### src/rtl/mbx_pkg.sv
package mbx_pkg;

    // Byte offsets of the register windows
    localparam int MBOX_BASE  = 'h40;
    localparam int DB_H2L_OFS = 'h60;
    localparam int DB_L2H_OFS = 'h64;
    localparam int CSR_OFS    = 'h68;

    // Control/status bit positions
    localparam int B_MBOX_IE  = 3;
    localparam int B_HOST_EN  = 8;
    localparam int B_HDB_IE   = 9;
    localparam int B_LINT_FWD = 11;
    localparam int B_HDB_ACT  = 13;
    localparam int B_LINT_LVL = 15;
    localparam int B_LOC_EN   = 16;
    localparam int B_LDB_IE   = 17;
    localparam int B_DMA0_IE  = 18;
    localparam int B_DMA1_IE  = 19;
    localparam int B_LDB_ACT  = 20;
    localparam int B_DMA0_ACT = 21;
    localparam int B_DMA1_ACT = 22;
    localparam int B_MBST_LSB = 28;

    localparam logic [31:0] CSR_WMASK =
        (32'd1 << B_MBOX_IE) | (32'd1 << B_HOST_EN) | (32'd1 << B_HDB_IE) |
        (32'd1 << B_LINT_FWD) | (32'd1 << B_LOC_EN) | (32'd1 << B_LDB_IE) |
        (32'd1 << B_DMA0_IE) | (32'd1 << B_DMA1_IE);

    typedef enum logic {
        IRQ_IDLE   = 1'b0,
        IRQ_RAISED = 1'b1
    } irq_state_e;

endpackage

### src/rtl/mbx_port_decode.sv
module mbx_port_decode
    import mbx_pkg::*;
#(
    parameter int ADDR_W = 8,
    parameter int N_MBOX = 8,
    parameter int IDX_W  = 3
) (
    input  logic [ADDR_W-1:0] addr,
    output logic              hit_mbox,
    output logic [IDX_W-1:0]  mbox_idx,
    output logic              hit_h2l,
    output logic              hit_l2h,
    output logic              hit_csr
);
    localparam logic [ADDR_W-1:0] MB_LO = ADDR_W'(MBOX_BASE);
    localparam logic [ADDR_W-1:0] MB_HI = ADDR_W'(MBOX_BASE + 4 * N_MBOX);

    logic aligned;

    always_comb begin
        aligned  = (addr[1:0] == 2'b00);
        hit_mbox = aligned && (addr >= MB_LO) && (addr < MB_HI);
        mbox_idx = IDX_W'((addr - MB_LO) >> 2);
        hit_h2l  = (addr == ADDR_W'(DB_H2L_OFS));
        hit_l2h  = (addr == ADDR_W'(DB_L2H_OFS));
        hit_csr  = (addr == ADDR_W'(CSR_OFS));
    end
endmodule

### src/rtl/mbx_doorbell.sv
module mbx_doorbell #(
    parameter int DATA_W = 32
) (
    input  logic              clk,
    input  logic              rst_n,
    input  logic              set_we,
    input  logic [DATA_W-1:0] set_bits,
    input  logic              clr_we,
    input  logic [DATA_W-1:0] clr_bits,
    output logic [DATA_W-1:0] bits_o,
    output logic              active_o
);
    logic [DATA_W-1:0] bits_q, bits_d;

    // The clear is applied first so that a same-cycle set survives
    always_comb begin
        bits_d = bits_q;
        if (clr_we) bits_d = bits_d & ~clr_bits;
        if (set_we) bits_d = bits_d | set_bits;
    end

    always_ff @(posedge clk or negedge rst_n) begin
        if (!rst_n) bits_q <= '0;
        else        bits_q <= bits_d;
    end

    assign bits_o   = bits_q;
    assign active_o = |bits_q;
endmodule

### src/rtl/mbx_mailbox_bank.sv
module mbx_mailbox_bank #(
    parameter int DATA_W = 32,
    parameter int N_MBOX = 8,
    parameter int N_FLAG = 4,
    parameter int IDX_W  = 3
) (
    input  logic                           clk,
    input  logic                           rst_n,
    input  logic                           h_wr,
    input  logic [IDX_W-1:0]               h_idx,
    input  logic [DATA_W-1:0]              h_wdata,
    input  logic                           l_wr,
    input  logic                           l_rd,
    input  logic [IDX_W-1:0]               l_idx,
    input  logic [DATA_W-1:0]              l_wdata,
    input  logic                           flag_en,
    input  logic [N_FLAG-1:0]              stat_wclr,
    output logic [N_MBOX-1:0][DATA_W-1:0]  mbox_o,
    output logic [N_FLAG-1:0]              stat_o
);
    logic [N_MBOX-1:0][DATA_W-1:0] mbox_q;
    logic [N_FLAG-1:0]             stat_q;

    for (genvar g = 0; g < N_MBOX; g++) begin : g_mbox
        // Host has priority when both sides hit the same register
        always_ff @(posedge clk or negedge rst_n) begin
            if (!rst_n)
                mbox_q[g] <= '0;
            else if (h_wr && (h_idx == IDX_W'(g)))
                mbox_q[g] <= h_wdata;
            else if (l_wr && (l_idx == IDX_W'(g)))
                mbox_q[g] <= l_wdata;
        end
    end

    for (genvar f = 0; f < N_FLAG; f++) begin : g_flag
        logic st_set, st_clr;
        assign st_set = h_wr && (h_idx == IDX_W'(f)) && flag_en;
        assign st_clr = (l_rd && (l_idx == IDX_W'(f))) || stat_wclr[f];
        always_ff @(posedge clk or negedge rst_n) begin
            if (!rst_n) stat_q[f] <= 1'b0;
            else        stat_q[f] <= (stat_q[f] & ~st_clr) | st_set;
        end
    end

    assign mbox_o = mbox_q;
    assign stat_o = stat_q;
endmodule

### src/rtl/mbx_irq_fsm.sv
module mbx_irq_fsm
    import mbx_pkg::*;
(
    input  logic clk,
    input  logic rst_n,
    input  logic req_i,
    output logic irq_o
);
    irq_state_e state_q, state_d;

    always_ff @(posedge clk or negedge rst_n) begin
        if (!rst_n) state_q <= IRQ_IDLE;
        else        state_q <= state_d;
    end

    // RAISE: IDLE -> RAISED on request; DROP: RAISED -> IDLE without it
    always_comb begin
        state_d = state_q;
        unique case (state_q)
            IRQ_IDLE:   if (req_i)  state_d = IRQ_RAISED;
            IRQ_RAISED: if (!req_i) state_d = IRQ_IDLE;
            default:    state_d = IRQ_IDLE;
        endcase
    end

    always_comb begin
        irq_o = (state_q == IRQ_RAISED);
    end
endmodule

### src/rtl/mbx_irq_ctrl.sv
module mbx_irq_ctrl
    import mbx_pkg::*;
#(
    parameter int DATA_W = 32,
    parameter int ADDR_W = 8,
    parameter int N_MBOX = 8,
    parameter int N_FLAG = 4
) (
    input  logic              clk,
    input  logic              rst_n,
    input  logic [ADDR_W-1:0] h_addr,
    input  logic              h_we,
    input  logic              h_rd,
    input  logic [DATA_W-1:0] h_wdata,
    output logic [DATA_W-1:0] h_rdata,
    input  logic [ADDR_W-1:0] l_addr,
    input  logic              l_we,
    input  logic              l_rd,
    input  logic [DATA_W-1:0] l_wdata,
    output logic [DATA_W-1:0] l_rdata,
    input  logic [1:0]        dma_irq_i,
    input  logic              lint_i,
    output logic              host_irq_o,
    output logic              local_irq_o
);
    localparam int IDX_W = (N_MBOX > 1) ? $clog2(N_MBOX) : 1;
    localparam logic [DATA_W-1:0] WMASK = DATA_W'(CSR_WMASK);

    // Address decode for each side
    logic             h_hit_mb, h_hit_h2l, h_hit_l2h, h_hit_csr;
    logic             l_hit_mb, l_hit_h2l, l_hit_l2h, l_hit_csr;
    logic [IDX_W-1:0] h_idx, l_idx;

    mbx_port_decode #(.ADDR_W(ADDR_W), .N_MBOX(N_MBOX), .IDX_W(IDX_W)) u_hdec (
        .addr(h_addr), .hit_mbox(h_hit_mb), .mbox_idx(h_idx),
        .hit_h2l(h_hit_h2l), .hit_l2h(h_hit_l2h), .hit_csr(h_hit_csr)
    );

    mbx_port_decode #(.ADDR_W(ADDR_W), .N_MBOX(N_MBOX), .IDX_W(IDX_W)) u_ldec (
        .addr(l_addr), .hit_mbox(l_hit_mb), .mbox_idx(l_idx),
        .hit_h2l(l_hit_h2l), .hit_l2h(l_hit_l2h), .hit_csr(l_hit_csr)
    );

    // Control word: enable bits only
    logic [DATA_W-1:0] csr_en_q;
    logic              h_csr_wr, l_csr_wr;
    assign h_csr_wr = h_we && h_hit_csr;
    assign l_csr_wr = l_we && l_hit_csr;

    always_ff @(posedge clk or negedge rst_n) begin
        if (!rst_n)        csr_en_q <= '0;
        else if (h_csr_wr) csr_en_q <= h_wdata & WMASK;
        else if (l_csr_wr) csr_en_q <= l_wdata & WMASK;
    end

    logic [N_FLAG-1:0] stat_wclr;
    always_comb begin
        stat_wclr = '0;
        if (h_csr_wr) stat_wclr = stat_wclr | h_wdata[B_MBST_LSB +: N_FLAG];
        if (l_csr_wr) stat_wclr = stat_wclr | l_wdata[B_MBST_LSB +: N_FLAG];
    end

    // Mailboxes and their status flags
    logic [N_MBOX-1:0][DATA_W-1:0] mbox_q;
    logic [N_FLAG-1:0]             mb_stat;

    mbx_mailbox_bank #(
        .DATA_W(DATA_W), .N_MBOX(N_MBOX), .N_FLAG(N_FLAG), .IDX_W(IDX_W)
    ) u_bank (
        .clk(clk), .rst_n(rst_n),
        .h_wr(h_we && h_hit_mb), .h_idx(h_idx), .h_wdata(h_wdata),
        .l_wr(l_we && l_hit_mb), .l_rd(l_rd && l_hit_mb), .l_idx(l_idx),
        .l_wdata(l_wdata), .flag_en(csr_en_q[B_MBOX_IE]),
        .stat_wclr(stat_wclr), .mbox_o(mbox_q), .stat_o(mb_stat)
    );

    // Doorbells: host->local set by host, local->host set by local
    logic [DATA_W-1:0] db_h2l_q, db_l2h_q;
    logic              h2l_act, l2h_act;

    mbx_doorbell #(.DATA_W(DATA_W)) u_db_h2l (
        .clk(clk), .rst_n(rst_n),
        .set_we(h_we && h_hit_h2l), .set_bits(h_wdata),
        .clr_we(l_we && l_hit_h2l), .clr_bits(l_wdata),
        .bits_o(db_h2l_q), .active_o(h2l_act)
    );

    mbx_doorbell #(.DATA_W(DATA_W)) u_db_l2h (
        .clk(clk), .rst_n(rst_n),
        .set_we(l_we && l_hit_l2h), .set_bits(l_wdata),
        .clr_we(h_we && h_hit_l2h), .clr_bits(h_wdata),
        .bits_o(db_l2h_q), .active_o(l2h_act)
    );

    // Read view of the control/status word
    logic [DATA_W-1:0] csr_rd;
    always_comb begin
        csr_rd                         = csr_en_q;
        csr_rd[B_HDB_ACT]              = l2h_act;
        csr_rd[B_LINT_LVL]             = lint_i;
        csr_rd[B_LDB_ACT]              = h2l_act;
        csr_rd[B_DMA0_ACT]             = dma_irq_i[0];
        csr_rd[B_DMA1_ACT]             = dma_irq_i[1];
        csr_rd[B_MBST_LSB +: N_FLAG]   = mb_stat;
    end

    logic [DATA_W-1:0] h_rd_val, l_rd_val;
    always_comb begin
        h_rd_val = '0;
        if (h_hit_mb)       h_rd_val = mbox_q[h_idx];
        else if (h_hit_h2l) h_rd_val = db_h2l_q;
        else if (h_hit_l2h) h_rd_val = db_l2h_q;
        else if (h_hit_csr) h_rd_val = csr_rd;
    end

    always_comb begin
        l_rd_val = '0;
        if (l_hit_mb)       l_rd_val = mbox_q[l_idx];
        else if (l_hit_h2l) l_rd_val = db_h2l_q;
        else if (l_hit_l2h) l_rd_val = db_l2h_q;
        else if (l_hit_csr) l_rd_val = csr_rd;
    end

    always_ff @(posedge clk or negedge rst_n) begin
        if (!rst_n) begin
            h_rdata <= '0;
            l_rdata <= '0;
        end else begin
            if (h_rd) h_rdata <= h_rd_val;
            if (l_rd) l_rdata <= l_rd_val;
        end
    end

    // Interrupt requests and their output machines
    logic host_req, local_req;
    always_comb begin
        host_req  = csr_en_q[B_HOST_EN] &&
                    ((csr_en_q[B_HDB_IE] && l2h_act) ||
                     (csr_en_q[B_LINT_FWD] && lint_i));
        local_req = csr_en_q[B_LOC_EN] &&
                    ((csr_en_q[B_LDB_IE] && h2l_act) ||
                     (csr_en_q[B_MBOX_IE] && (|mb_stat)) ||
                     (csr_en_q[B_DMA0_IE] && dma_irq_i[0]) ||
                     (csr_en_q[B_DMA1_IE] && dma_irq_i[1]));
    end

    mbx_irq_fsm u_host_fsm  (.clk(clk), .rst_n(rst_n), .req_i(host_req),  .irq_o(host_irq_o));
    mbx_irq_fsm u_local_fsm (.clk(clk), .rst_n(rst_n), .req_i(local_req), .irq_o(local_irq_o));

endmodule

### config.mk
export PLATFORM = sky130hd
export DESIGN_NAME = mbx_irq_ctrl
export DESIGN_NICKNAME = d
export VERILOG_FILES = /design/src/rtl/mbx_pkg.sv /design/src/rtl/mbx_port_decode.sv /design/src/rtl/mbx_doorbell.sv /design/src/rtl/mbx_mailbox_bank.sv /design/src/rtl/mbx_irq_fsm.sv /design/src/rtl/mbx_irq_ctrl.sv
export SDC_FILE = /design/constraint.sdc
export NUM_CORES = 1
export LEC_CHECK = 0
export BUFFER_PORTS_ARGS = -buffer_cell sky130_fd_sc_hd__buf_2
export CORE_MARGIN = 5
export CORE_UTILIZATION = 35
export CTS_CLUSTER_DIAMETER = 150
export DETAILED_ROUTE_END_ITERATION = 10
export PLACE_DENSITY = 0.54
export SYNTH_ARGS = -nofsm -noshare
export SYNTH_HDL_FRONTEND = slang
export SYNTH_SLANG_ARGS = --single-unit
### constraint.sdc
create_clock -name clk -period 2.94 [get_ports clk]
set_clock_uncertainty 0.05 [all_clocks]
set_input_delay 0.294 -clock clk [delete_from_list [all_inputs] [get_ports clk]]
set_output_delay 0.294 -clock clk [all_outputs]
set_load 0.005 [all_outputs]
After elaboration in Yosys (flattened, before gate mapping) --
Cells that the tools add are included.
Storage, ports and cells: memories 0, bits in latches 0, register bits after elaboration 418, bits in read-only memories 0, output and inout port bits 66, RAM bits 0
Cells by class: multipliers 0, add/sub/neg operators 2, eq/ne operators 20, shift operators 0, div/mod/pow operators 0, muxes and demuxes 38, reduce and logical (&&, ||, !) cells 69, bitwise operators 19, $lt $le $gt $ge 6
Operator list (number):
- $mux W32 | 30
- $bmux W32 S3 | 2
- $and A32 B32 Y32 | 2
- $not A32 Y32 | 2
- $or A32 B32 Y32 | 2
- $reduce_or A32 Y1 | 2
- $mux W28 | 2
- $eq A8 B7 Y1 const B | 6
- $logic_and A1 B1 Y1 | 45
- $eq A3 B3 Y1 const B | 8
- $reduce_bool A2 Y1 | 9
- $ge A8 B7 Y1 const B | 2
- $lt A8 B7 Y1 const B | 2
- $eq A3 B2 Y1 const B | 4
- $sub A5 B1 Y5 const B | 2
- $logic_or A1 B1 Y1 | 8
- $lt A3 B4 Y1 const B | 2
- $mux W4 | 2
- $eq A3 B1 Y1 const B | 2
- $logic_not A3 Y1 | 2
- $and A1 B1 Y1 | 4
- $logic_not A2 Y1 | 2
- $not A1 Y1 | 4
- $or A1 B1 Y1 | 4
- 3 further kinds | 4

Longest topological paths before layout --
depth after elaboration 9, depth in mapped cells 8

Hierarchy --
Synthesis repeated with hierarchy kept, for this count alone.
Unflattened totals: cell total of the unflattened synthesis 2448, area total of the unflattened synthesis 23613.9 um^2
By module, submodules not included:
- mbx_mailbox_bank | instances 1, cells an instance 1209, sequential area each 6506.2 um^2, area each 12408.2 um^2
- mbx_irq_ctrl | instances 1, cells an instance 991, sequential area each 1801.7 um^2, area each 8385.5 um^2
- mbx_doorbell | instances 2, cells an instance 113, sequential area each 800.8 um^2, area each 1307.5 um^2
- mbx_port_decode | instances 2, cells an instance 10, sequential area each 0.0 um^2, area each 77.6 um^2
- mbx_irq_fsm | instances 2, cells an instance 1, sequential area each 25.0 um^2, area each 25.0 um^2

Least setup slack after synthesis --
OpenSTA, ideal clock, no wires.
path kind input port to flip-flop, from in h_addr[3], to reg h_rdata[22], required time 2.764 ns, cell stages on the path 6, buffers on the path 2, data arrival time 1.932 ns, path slack 0.832 ns, cell sequence buf_2 buf_1 mux4_2 mux2i_1 nor2_1 a221o_1
Between the ends: cells in the longest elaborated chain, start to end 5
RTL lines:
- start: declaration | RTL line mbx_irq_ctrl.sv:11 | input logic [ADDR_W-1:0] h_addr,
- parallel branches: the longest is 4 deep, another holds $sub A5 B1 Y5
- $mux W32 * | RTL line mbx_irq_ctrl.sv:110 | if (h_hit_mb) h_rd_val = mbox_q[h_idx];
- end signal: assignment | RTL line mbx_irq_ctrl.sv:129 | if (h_rd) h_rdata <= h_rd_val;
- end: declaration | RTL line mbx_irq_ctrl.sv:15 | output logic [DATA_W-1:0] h_rdata,
Mark *: on every way between the ends. The select of a mux whose other input is x is not followed. A chain may end at the register's enable or synchronous reset.

Final worst setup path --
from in l_addr[3], to reg u_bank.mbox_q (netlist bit u_bank.mbox_o[170])
Between the ends: cells in the longest elaborated chain, start to end 6
RTL lines:
- start: declaration | RTL line mbx_irq_ctrl.sv:16 | input logic [ADDR_W-1:0] l_addr,
- $ge A8 B7 Y1 | RTL line mbx_port_decode.sv:22 | hit_mbox = aligned && (addr >= MB_LO) && (addr < MB_HI);
- $logic_and A1 B1 Y1 (2 in series) | RTL line mbx_port_decode.sv:22
- $logic_and A1 B1 Y1 | RTL line mbx_irq_ctrl.sv:72 | .l_wr(l_we && l_hit_mb), .l_rd(l_rd && l_hit_mb), .l_idx(l_idx),
- $logic_and A1 B1 Y1 * | RTL line mbx_mailbox_bank.sv:31 | else if (l_wr && (l_idx == IDX_W'(g)))
- $reduce_bool A2 Y1 (no source line) *
- end signal: indexed assignment | RTL line mbx_mailbox_bank.sv:30 | mbox_q[g] <= h_wdata;
- end signal: indexed assignment | RTL line mbx_mailbox_bank.sv:32 | mbox_q[g] <= l_wdata;
- end: declaration | RTL line mbx_mailbox_bank.sv:21 | logic [N_MBOX-1:0][DATA_W-1:0] mbox_q;
Every way passes the cells marked *; elsewhere a longest branch is shown, timed or not.

==> summary.md <==
| Metric | Value |
|---|---|
| CP endpoint kind | flop |
| RSZ-0062 raised after global routing | no |
| Status | complete, no violations |
| Filler cell count | 6269 |
| Flop2flop setup slack | 770 ps |
| Yosys Warn Count | 0 |
| Max H-tree Level | 2 |
| Routed len/inst | 27.5 µm |
| Layout cells sized above 1 | 0.208 |
| Clock Sink Count | 398 |
| Dominant synthesized flop cell | dfrtp_1 |
| Simple-gate share of the synthesized area | 0.170 |
| Initial Util | 0.353 |
| Cells after Synth | 2381 |
| Top post-synthesis cells by area | dfrtp_1 44%, mux4_2 12%, nand2_1 8.5% |
| CP endpoint | u_bank.mbox_o[170] |
| Mean Syn Cell Area | approximately 9.6 µm² |
| Switching Share | 0.281 |
| Initial antenna violation count | 3 |
| Pwr Total | 14.5 mW |
| Total gr overflow | 0 |
| # setup viols final | 0 |
| Aggregate global-route resource usage | 0.256 |
| Crit path from | l_addr[3] |
| Multi-input gate area | 11800 µm² |
| Total CTS buffers | 46 |
| 1st-pass router iterations | 6 |
| Slew Limit Headroom | 0.398 |
| Full die area | 70300 µm² |
| Vias per Instance | 6.04 |
| Root Buffer | clkbuf_16 |
| Max Cap Violations | 0 |
| Seq/Total Area, Yosys | 0.437 |
| Vias in the first global route | 19993 |
| Clock group share of total power | 0.399 |
| Worst slack, placed | 565 ps |
| Unique cell type count in the Yosys netlist | 55 |
| Sequential share of power | 0.448 |
| Post-synthesis adder-cell area fraction | 0 |
| Vias | 20395 |
| Final net count | around 2600 |
| Synth Cell Area | 22800 µm² |
| CP Max Fanout | 36 |
| Pwr dens | 544 nW/µm² |
| Hold Fails Final Rpt | 0 |
| Die width | 265 µm |
| Fin crit share | 0.794 |
| Flops & latches, synth | 398 |
| Complex-gate fraction of the synthesized area | 0.144 |
| Mux cell area share after synthesis | 0.201 |
| Post-CTS setup buffers | 0 |
| Placed cell count | approximately 3200 |
| Combinational Power Share | 0.153 |
| Reg area | 9960 µm² |
| R2r startpoint | u_db_h2l.bits_o[6] |
| Worst-Margin Slew | 903 ps |
| Core area | 64500 µm² |
| Post-DP HPWL | 60.4 mm |
| VDD IR max | about 0.43 mV |
| Int Power | 10.4 mW |
| Fin Hold WS | 31.7 ps |
| Ys async rst share | 1.00 |
| XOR/XNOR Fraction of Synth Area | 0 |
| # rows | 93 |
| IO Pins | 155 |
| Reg2reg path depth | 4 |
| Reg-to-reg endpoint | h_rdata[20] |
| Max-slew violation count | 0 |
| Final WS setup | 606 ps |
| Area grow syn2layout | 16.8% |
| Setup_tns | 0 ps |
| FMAX | 428 MHz |
| Crit start category | input pin |
| Clk_lat worst skew | a little under 600 ps |
| Post-synth EDFFs | 0 |
| Critical path type | input pin to flop |
| Post-synth net total | between 2000 and 2500 |
| Pin count of the biggest net entering global routing | 96 |
| Fin crit period | approximately 2300 ps |
| Leading cell type by number of instances after synthesis | nand2_1 |
| Port Buffers | about 150 |
| Critical Path AT | 2810 ps |
| Placer Congestion | ~0.9 |
| First-pass GRT wire length | 136 mm |
| Commonest cells in the netlist | 518 x nand2_1, 398 x dfrtp_1, 315 x nor2_1, 198 x a31oi_1, 181 x clkbuf_1 |
| Layout Cells excl Fill | approximately 3400 |
| Die Y | 265 µm |
| CTS max path bufs | 3 |
| Critical Path RT | 3420 ps |
| Final ANT Viol Nets | 0 |
| DRC violations left | 0 |
| P_sw | 4.07 mW |
| Synth area leader | dfrtp_1 |
| Initial DRC count | 2434 |
| Largest family of logic cells by synthesized area | multiplexers |
| CTS tree | yes |
| P_leak | 12.0 nW |
| Clock transition at path regs | around 60 ps |
| Final wirelength | 92.8 mm |
| Area share of the largest cell type after synthesis | 0.437 |
| Hold crit path type | input pin to flop |
==> per-layer routing <==
layer / wire length, µm / track usage
met2: 42400 / 0.400
met4: 3380 / 0.0806
met1: 37700 / 0.351
met3: 9320 / 0.0657
met5: 13 / 0
==> how the worst min path moves through the flow <==
stage,from,slack (ps),cells after the start,endpoint
6_report,h_wdata[18],30,3,u_bank.mbox_o[178]
5_1_grt,lint_i,20,3,u_host_fsm.irq_o
4_1_cts,l_wdata[4],0.8,3,u_bank.mbox_o[68]
3_5_place_dp,rst_n,230,1,u_bank.mbox_o[46]
3_3_place_gp,rst_n,230,1,u_bank.mbox_o[46]
2_1_floorplan,rst_n,-50,0,csr_en_q[11]
==> power groups by stage <==
| stage | clock network, mW | logic [mW] | registers (mW) |
|---|---|---|---|
| floorplan | 0 | 1.46 | 6.38 |
| global placement | 0 | 2.07 | 6.54 |
| detailed placement | 0 | 2.13 | 6.57 |
| CTS | 5.88 | 2.20 | 6.47 |
| global route | 6.08 | 2.39 | 6.54 |
| finish | 5.78 | 2.21 | 6.48 |
==> area by class of cell <==
type                    instances  area share
inverters                      14     0.00197
clock buffers                  68      0.0518
repair buffers                308      0.0825
multi-input cells            1713       0.445
well taps                     855      0.0402
clock inverters                16     0.00428
diodes                          2    0.000188
flip-flops and latches        398       0.374
==> flip-flops by register name, summed over array words and instances, names as in the netlist <==
signal	flops
csr_en_q	8
h_rdata	32
l_rdata	32
u_bank.mbox_o	256
u_bank.stat_o	4
u_db_h2l.bits_o	32
u_db_l2h.bits_o	32
u_host_fsm.irq_o	1
u_local_fsm.irq_o	1
==> per-stage QoR <==
step	instance area, µm²	utilization
global placement	24700	0.382
CTS	26600	0.413
floorplan	22800	-
detailed placement	24700	0.382
finish	26600	0.413
global route	26600	0.413
==> what timing repair did <==
item / 4_1_cts / 5_1_grt
hold buffers: 46 / 0
resized for setup: 0 / 0
setup endpoints to repair: 0 / 0
hold endpoints to repair: 151 / 0
==> critical path: stages <==
cell and delay [ps]:
buf_4 120, buf_4 300, nand2b_1 460, nor4_4 340, buf_4 460, nand2_1 100
a31oi_1 170, dlygate4sd3_1 560
==> cell usage in the layout (no fill, tap or decap), drive strengths merged, types with 3 or more instances in the layout <==
cell	netlist	layout
clkinv	1	14
o311ai	4	4
nor2b	5	5
a21oi	82	82
nand2b	6	6
a22oi	12	12
o21ai	15	15
a221o	26	26
dfrtp	398	398
clkbuf	181	68
and2	3	3
a22o	64	64
nand4	13	13
a31oi	198	198
nor3	27	27
inv	13	13
a2bb2oi	15	15
dlygate4sd3	0	46
buf	75	262
a221oi	26	26
nor4	23	23
mux2i	135	135
o2bb2ai	6	6
o22ai	14	14
mux4	124	124
nor3b	5	5
mux2	38	38
nand3	9	9
nand2	518	518
o221ai	6	6
nor2	316	316
and3	3	3
==> cells by family (layout without fill, tap and decap cells) <==
logic type / count (synthesis) / after routing
DFF: 398 / 398
muxes: 297 / 297
AOI/OAI and AO/OA: 475 / 475
buffers and inverters: 270 / 406
and+or+nand+nor: 941 / 941
other: 0 / 2
Power figures use the tool's default switching activity.
